$ cat config.mk
export PLATFORM = sky130hd
export DESIGN_NAME = retrig_oneshot
export DESIGN_NICKNAME = d
export VERILOG_FILES = /design/src/rtl/oneshot_pkg.sv /design/src/rtl/os_sync.sv /design/src/rtl/os_trigger.sv /design/src/rtl/os_timer.sv /design/src/rtl/retrig_oneshot.sv
export SDC_FILE = /design/constraint.sdc
export NUM_CORES = 1
export LEC_CHECK = 0
export BUFFER_PORTS_ARGS = -buffer_cell sky130_fd_sc_hd__buf_4
export CAP_MARGIN = 10
export CORE_ASPECT_RATIO = 0.75
export CORE_MARGIN = 1.5
export CORE_UTILIZATION = 33
export CTS_BUF_LIST = sky130_fd_sc_hd__clkbuf_16
export CTS_CLUSTER_DIAMETER = 200
export CTS_CLUSTER_SIZE = 8
export DETAILED_ROUTE_END_ITERATION = 10
export PLACE_DENSITY = 0.6
export SYNTH_ARGS = -nofsm -noshare
export SYNTH_HDL_FRONTEND = slang
export SYNTH_SLANG_ARGS = --single-unit
export TNS_END_PERCENT = 20
$ cat constraint.sdc
create_clock -name clk_i -period 5.13 [get_ports clk_i]
set_input_delay 0.513 -clock clk_i [delete_from_list [all_inputs] [get_ports clk_i]]
set_output_delay 0.513 -clock clk_i [all_outputs]
set_load 0.005 [all_outputs]
$ cat src/rtl/oneshot_pkg.sv
package oneshot_pkg;

    typedef enum logic [1:0] {
        PH_IDLE = 2'd0,
        PH_DIS  = 2'd1,
        PH_CHG  = 2'd2
    } phase_e;

    // length of the settling phase that precedes the programmed interval
    localparam int unsigned DIS_CYCLES = 2;

endpackage

$ cat src/rtl/os_sync.sv
module os_sync #(
    parameter int unsigned WIDTH  = 2,
    parameter int unsigned STAGES = 2
) (
    input  logic             clk_i,
    input  logic             rst_ni,
    input  logic [WIDTH-1:0] d_i,
    output logic [WIDTH-1:0] q_o
);

    logic [STAGES-1:0][WIDTH-1:0] chain_d, chain_q;

    always_comb begin
        chain_d[0] = d_i;
        for (int s = 1; s < STAGES; s++) begin
            chain_d[s] = chain_q[s-1];
        end
    end

    always_ff @(posedge clk_i or negedge rst_ni) begin
        if (!rst_ni) chain_q <= '0;
        else         chain_q <= chain_d;
    end

    assign q_o = chain_q[STAGES-1];

endmodule

$ cat src/rtl/os_trigger.sv
module os_trigger #(
    parameter int unsigned SYNC_STAGES = 2
) (
    input  logic clk_i,
    input  logic rst_ni,
    input  logic pos_s_i,
    input  logic neg_s_i,
    output logic trig_o,
    output logic ready_o
);

    // reset-ready pipe is one stage longer than the input synchronizers,
    // so edges created by reset release are never seen as triggers
    localparam int unsigned RDY_W = SYNC_STAGES + 1;

    typedef struct packed {
        logic [RDY_W-1:0] rdy;
        logic             pos_prev;
        logic             neg_prev;
    } trg_t;

    trg_t s_d, s_q;
    logic pos_rise, neg_fall;

    always_comb begin
        s_d          = s_q;
        s_d.rdy      = {s_q.rdy[RDY_W-2:0], 1'b1};
        s_d.pos_prev = pos_s_i;
        s_d.neg_prev = neg_s_i;
    end

    always_ff @(posedge clk_i or negedge rst_ni) begin
        if (!rst_ni) s_q <= '0;
        else         s_q <= s_d;
    end

    assign pos_rise = pos_s_i & ~s_q.pos_prev;
    assign neg_fall = ~neg_s_i & s_q.neg_prev;
    assign ready_o  = s_q.rdy[RDY_W-1];
    assign trig_o   = ready_o & ((pos_rise & neg_s_i) | neg_fall);

endmodule

$ cat src/rtl/os_timer.sv
module os_timer
    import oneshot_pkg::*;
#(
    parameter int unsigned PERIOD_W = 8
) (
    input  logic                clk_i,
    input  logic                rst_ni,
    input  logic                trig_i,
    input  logic [PERIOD_W-1:0] period_i,
    output logic                q_o,
    output logic                qn_o,
    output phase_e              phase_o,
    output logic [PERIOD_W-1:0] cnt_o
);

    localparam logic [PERIOD_W-1:0] ONE      = PERIOD_W'(1);
    localparam logic [PERIOD_W-1:0] DIS_LAST = PERIOD_W'(DIS_CYCLES - 1);

    typedef struct packed {
        phase_e              ph;
        logic [PERIOD_W-1:0] cnt;
        logic                q;
        logic                qn;
    } tmr_t;

    tmr_t s_d, s_q;
    logic [PERIOD_W-1:0] per_eff;

    always_comb begin
        per_eff = (period_i == '0) ? ONE : period_i;
        s_d     = s_q;
        unique case (s_q.ph)
            PH_DIS: begin
                if (s_q.cnt == '0) begin
                    s_d.ph  = PH_CHG;
                    s_d.cnt = per_eff - ONE;
                end else begin
                    s_d.cnt = s_q.cnt - ONE;
                end
            end
            PH_CHG: begin
                if (s_q.cnt == '0) begin
                    s_d.ph = PH_IDLE;
                    s_d.q  = 1'b0;
                end else begin
                    s_d.cnt = s_q.cnt - ONE;
                end
            end
            default: ;
        endcase
        // a trigger wins over expiry and restarts the whole cycle
        if (trig_i) begin
            s_d.ph  = PH_DIS;
            s_d.cnt = DIS_LAST;
            s_d.q   = 1'b1;
        end
        s_d.qn = ~s_d.q;
    end

    always_ff @(posedge clk_i or negedge rst_ni) begin
        if (!rst_ni) s_q <= '{ph: PH_IDLE, cnt: '0, q: 1'b0, qn: 1'b1};
        else         s_q <= s_d;
    end

    assign q_o     = s_q.q;
    assign qn_o    = s_q.qn;
    assign phase_o = s_q.ph;
    assign cnt_o   = s_q.cnt;

endmodule

$ cat src/rtl/retrig_oneshot.sv
module retrig_oneshot
    import oneshot_pkg::*;
#(
    parameter int unsigned PERIOD_W    = 8,
    parameter int unsigned SYNC_STAGES = 2
) (
    input  logic                clk_i,
    input  logic                rst_ni,
    input  logic                pos_trig_i,
    input  logic                neg_trig_i,
    input  logic [PERIOD_W-1:0] period_i,
    output logic                q_o,
    output logic                qn_o
);

    logic [1:0]          trig_s;
    logic                trig;
    logic                ready;
    phase_e              phase;
    logic [PERIOD_W-1:0] cnt;

    os_sync #(
        .WIDTH  (2),
        .STAGES (SYNC_STAGES)
    ) u_sync (
        .clk_i  (clk_i),
        .rst_ni (rst_ni),
        .d_i    ({neg_trig_i, pos_trig_i}),
        .q_o    (trig_s)
    );

    os_trigger #(
        .SYNC_STAGES (SYNC_STAGES)
    ) u_trigger (
        .clk_i   (clk_i),
        .rst_ni  (rst_ni),
        .pos_s_i (trig_s[0]),
        .neg_s_i (trig_s[1]),
        .trig_o  (trig),
        .ready_o (ready)
    );

    os_timer #(
        .PERIOD_W (PERIOD_W)
    ) u_timer (
        .clk_i    (clk_i),
        .rst_ni   (rst_ni),
        .trig_i   (trig),
        .period_i (period_i),
        .q_o      (q_o),
        .qn_o     (qn_o),
        .phase_o  (phase),
        .cnt_o    (cnt)
    );

endmodule

==> summary.md <==
| Metric | Value |
|---|---|
| CP Buf/Inv Count | `1` |
| Hold_buf cts | `0` |
| H-Tree Depth | `1` |
| Max Fclk | `approximately 480 MHz` |
| Pre-antenna DRT Iters | `4` |
| First-pass GRT wire length | `4.02 mm` |
| Worst skew pair latency | `250 ps` |
| WS Path Type | `reg2reg` |
| Final Non-Filler Cells | `173` |
| WL final | `between 2 and 2.5 mm` |
| FFs w/ async S/R, synth | `1.00` |
| Post-CTS setup buffer count | `0` |
| Synthesized cell area | `1130 um^2` |
| Area leader, netlist | `dfrtp_1` |
| CP Max Fanout | `12` |
| Cts bufs inserted | `3` |
| Fraction of layout cells with a size suffix above 1 | `0.195` |
| CTS Sinks | `21` |
| Syn_area_per_cell | `9.61 um^2` |
| RD Place Congestion | `0.865` |
| Max-cap viol count | `0` |
| CP top delay family | `simple AND/OR/NAND/NOR gates` |
| Initial antenna violation count | `0` |
| Port bufs | `13` |
| Final min period | `about 2100 ps` |
| Measured slew at the worst slew-check pin | `568 ps` |
| Post-synth top area share | `0.442` |
| Vias | `955` |
| Slowest stage delay, CP | `approximately 690 ps` |
| Bufs on Longest Clock Path | `2` |
| Remaining antenna violation count | `0` |
| Max VDD drop | `between 150 and 200 uV` |
| Placed cell count | `169` |
| Design area | `roughly 1400 um^2` |
| Slew Limit Fails | `0` |
| Diodes inserted | `0` |
| Number of synthesized flops with an enable pin | `0` |
| Total gr overflow | `0` |
| Synth Area in XOR/XNOR | `0.0155` |
| Complex-gate fraction of the synthesized area | `0.231` |
| Routed length per instance | `13.8 um` |
| Die span in y | `53.8 um` |
| Worst-path clk slew | `60 ps` |
| Syn. warnings | `0` |
| Number of library cell types mapped by synthesis | `between 40 and 50` |
| Core ar. | `3290 um^2` |
| Data arrival, critical path | `2220 ps` |
| Synth top area cells | `dfrtp_1 44%, o21ai_0 4.9%, ha_1 4.4%, nor2_1 3.3%, a21oi_1 3.1%` |
| RSZ-0062 raised after global routing | `false` |
| Fin nets | `150` |
| Final setup vio count | `0` |
| HPWL after detailed placement | `1.82 mm` |
| HP Class | `in2async` |
| Initial Util | `0.345` |
| Final Hold Vio Count | `0` |
| Residual DRC | `0` |
| Number of global-route vias before repair | `884` |
| Status | `complete, no violations` |
| Post-synthesis sequential area ratio | `0.465` |
| Adder-cell area share of the yosys netlist | `0.0442` |
| Setup crit start kind | `register` |
| Worst Setup End Kind | `register` |
| Std cell rows | `18` |
| Area Growth Syn to Fin | `19.4%` |
| Dpl cell area | `1270 um^2` |
| CP Data Required Time | `5250 ps` |
| Horiz. Die Dim | `70.7 um` |
| Post-synthesis simple-gate area fraction | `0.203` |
| Static Leak | `roughly 0.00059 uW` |
| Most frequent cell after synthesis | `dfrtp_1` |
| Net count after synthesis | `~130` |
| Power Dens Cells | `558 nW/um^2` |
| Root Driver | `clkbuf_16` |
| Iteration-0 DRC Markers | `80` |
| Vias per cell | `5.52` |
| Setup TNS | `0 ps` |
| Core Util, Final | `0.412` |
| Overall global routing resource usage | `0.137` |
| Critical Path Slowest Stage Cell | `or4b_2` |
| CTS tree | `done` |
| Max-slew headroom | `0.619` |
| Resized Gates After CTS | `0` |
| CP cell instances | `inv_1, ha_1, or4b_2, o311ai_0, o21ai_0` |
| Clk_skew | `2.92 ps` |
| Post-synthesis mux area share | `0.00883` |
| Die area | `3800 um^2` |
| Largest net degree at the start of global routing | `22` |
| # IOs | `14` |
| Period utilisation layout | `0.410` |
| Synth cell count leaders | `20 x dfrtp_1, 11 x o21ai_0, 10 x nor2_1` |
| FF+latch count, synth | `21` |
| Cell count after synthesis | `118` |
| Largest family of logic cells by synthesized area | `compound AO/OA/AOI/OAI gates` |
| Post-synth top flop | `dfrtp_1` |
[layout make-up]
type,count,area [um^2]
fillers,313,1930
multi-input cells,88,573
flip-flops and latches,21,527
repair buffers,13,97.6
clock buffers,3,75.1
well taps,40,50.0
inverters,7,26.3
clock inverters,1,5.00
[logic make-up (layout without fill, tap and decap cells)]
family | Yosys count | in the layout
xor+xnor | 2 | 2
buf+inv | 9 | 24
compound gates | 39 | 39
fa+ha+maj | 4 | 4
other cells | 1 | 1
mux | 1 | 1
simple gates | 41 | 41
flops | 21 | 21
[registers in the layout, summed over array words and instances, names as in the netlist]
signal,count
u_sync.chain_d,2
u_trigger.s_q,2
u_timer.qn_o,1
u_trigger.ready_o,1
u_timer.phase_o,2
u_timer.q_o,1
u_timer.cnt_o,8
u_trigger.s_d,2
u_sync.q_o,2
[worst paths after layout]
check / startpoint / end / slack [ps] / depth (start not counted)
max in group asynchronous: rst_ni / u_timer.qn_o / 4720 / 1
min reg2reg: u_sync.chain_d[2] / u_sync.q_o[0] / 350 / 0
min: rst_ni / u_timer.cnt_o[0] / 140 / 1
max: u_timer.phase_o[0] / u_timer.cnt_o[6] / 3030 / 5
max reg2reg: u_timer.phase_o[0] / u_timer.cnt_o[6] / 3030 / 5
min in group clk_i: u_sync.chain_d[2] / u_sync.q_o[0] / 350 / 0
[metrics by stage]
| stage | power [uW] | hold slack [ps] | worst slack, ps |
|---|---|---|---|
| after floorplan | 499 | 217 | 3180 |
| after global placement | 587 | 331 | 2900 |
| after CTS | 761 | 142 | 3010 |
| after global routing | 814 | 154 | 2900 |
| after detailed placement | 592 | 336 | 2820 |
| final | 755 | 135 | 3030 |
[power breakdown]
part	internal [uW]	switching (uW)	leakage, uW	total (uW)
registers	214	41.7	0.000251	255
clock network	105	57.0	0.0000409	162
logic	147	191	0.000295	339
[placed cells by master (no fill, tap or decap), types with 3 or more instances in the layout]
cell type and count:
a21oi_1 7, buf_4 13, clkbuf_16 3, dfrtp_1 20, ha_1 4, inv_1 7
nand2_1 6, nand3_1 6, nor2_1 10, nor3_1 4, o211ai_1 3, o21ai_0 11
[layer usage]
metal  wire (um)  global-route usage  vias up
li1            -                   -      470
met1        1070               0.182      450
met2        1100               0.231       33
met3         198              0.0412        2
met4          15              0.0189        0
met5           0                   0        -
Note: power is estimated with default switching activity, not from simulation.
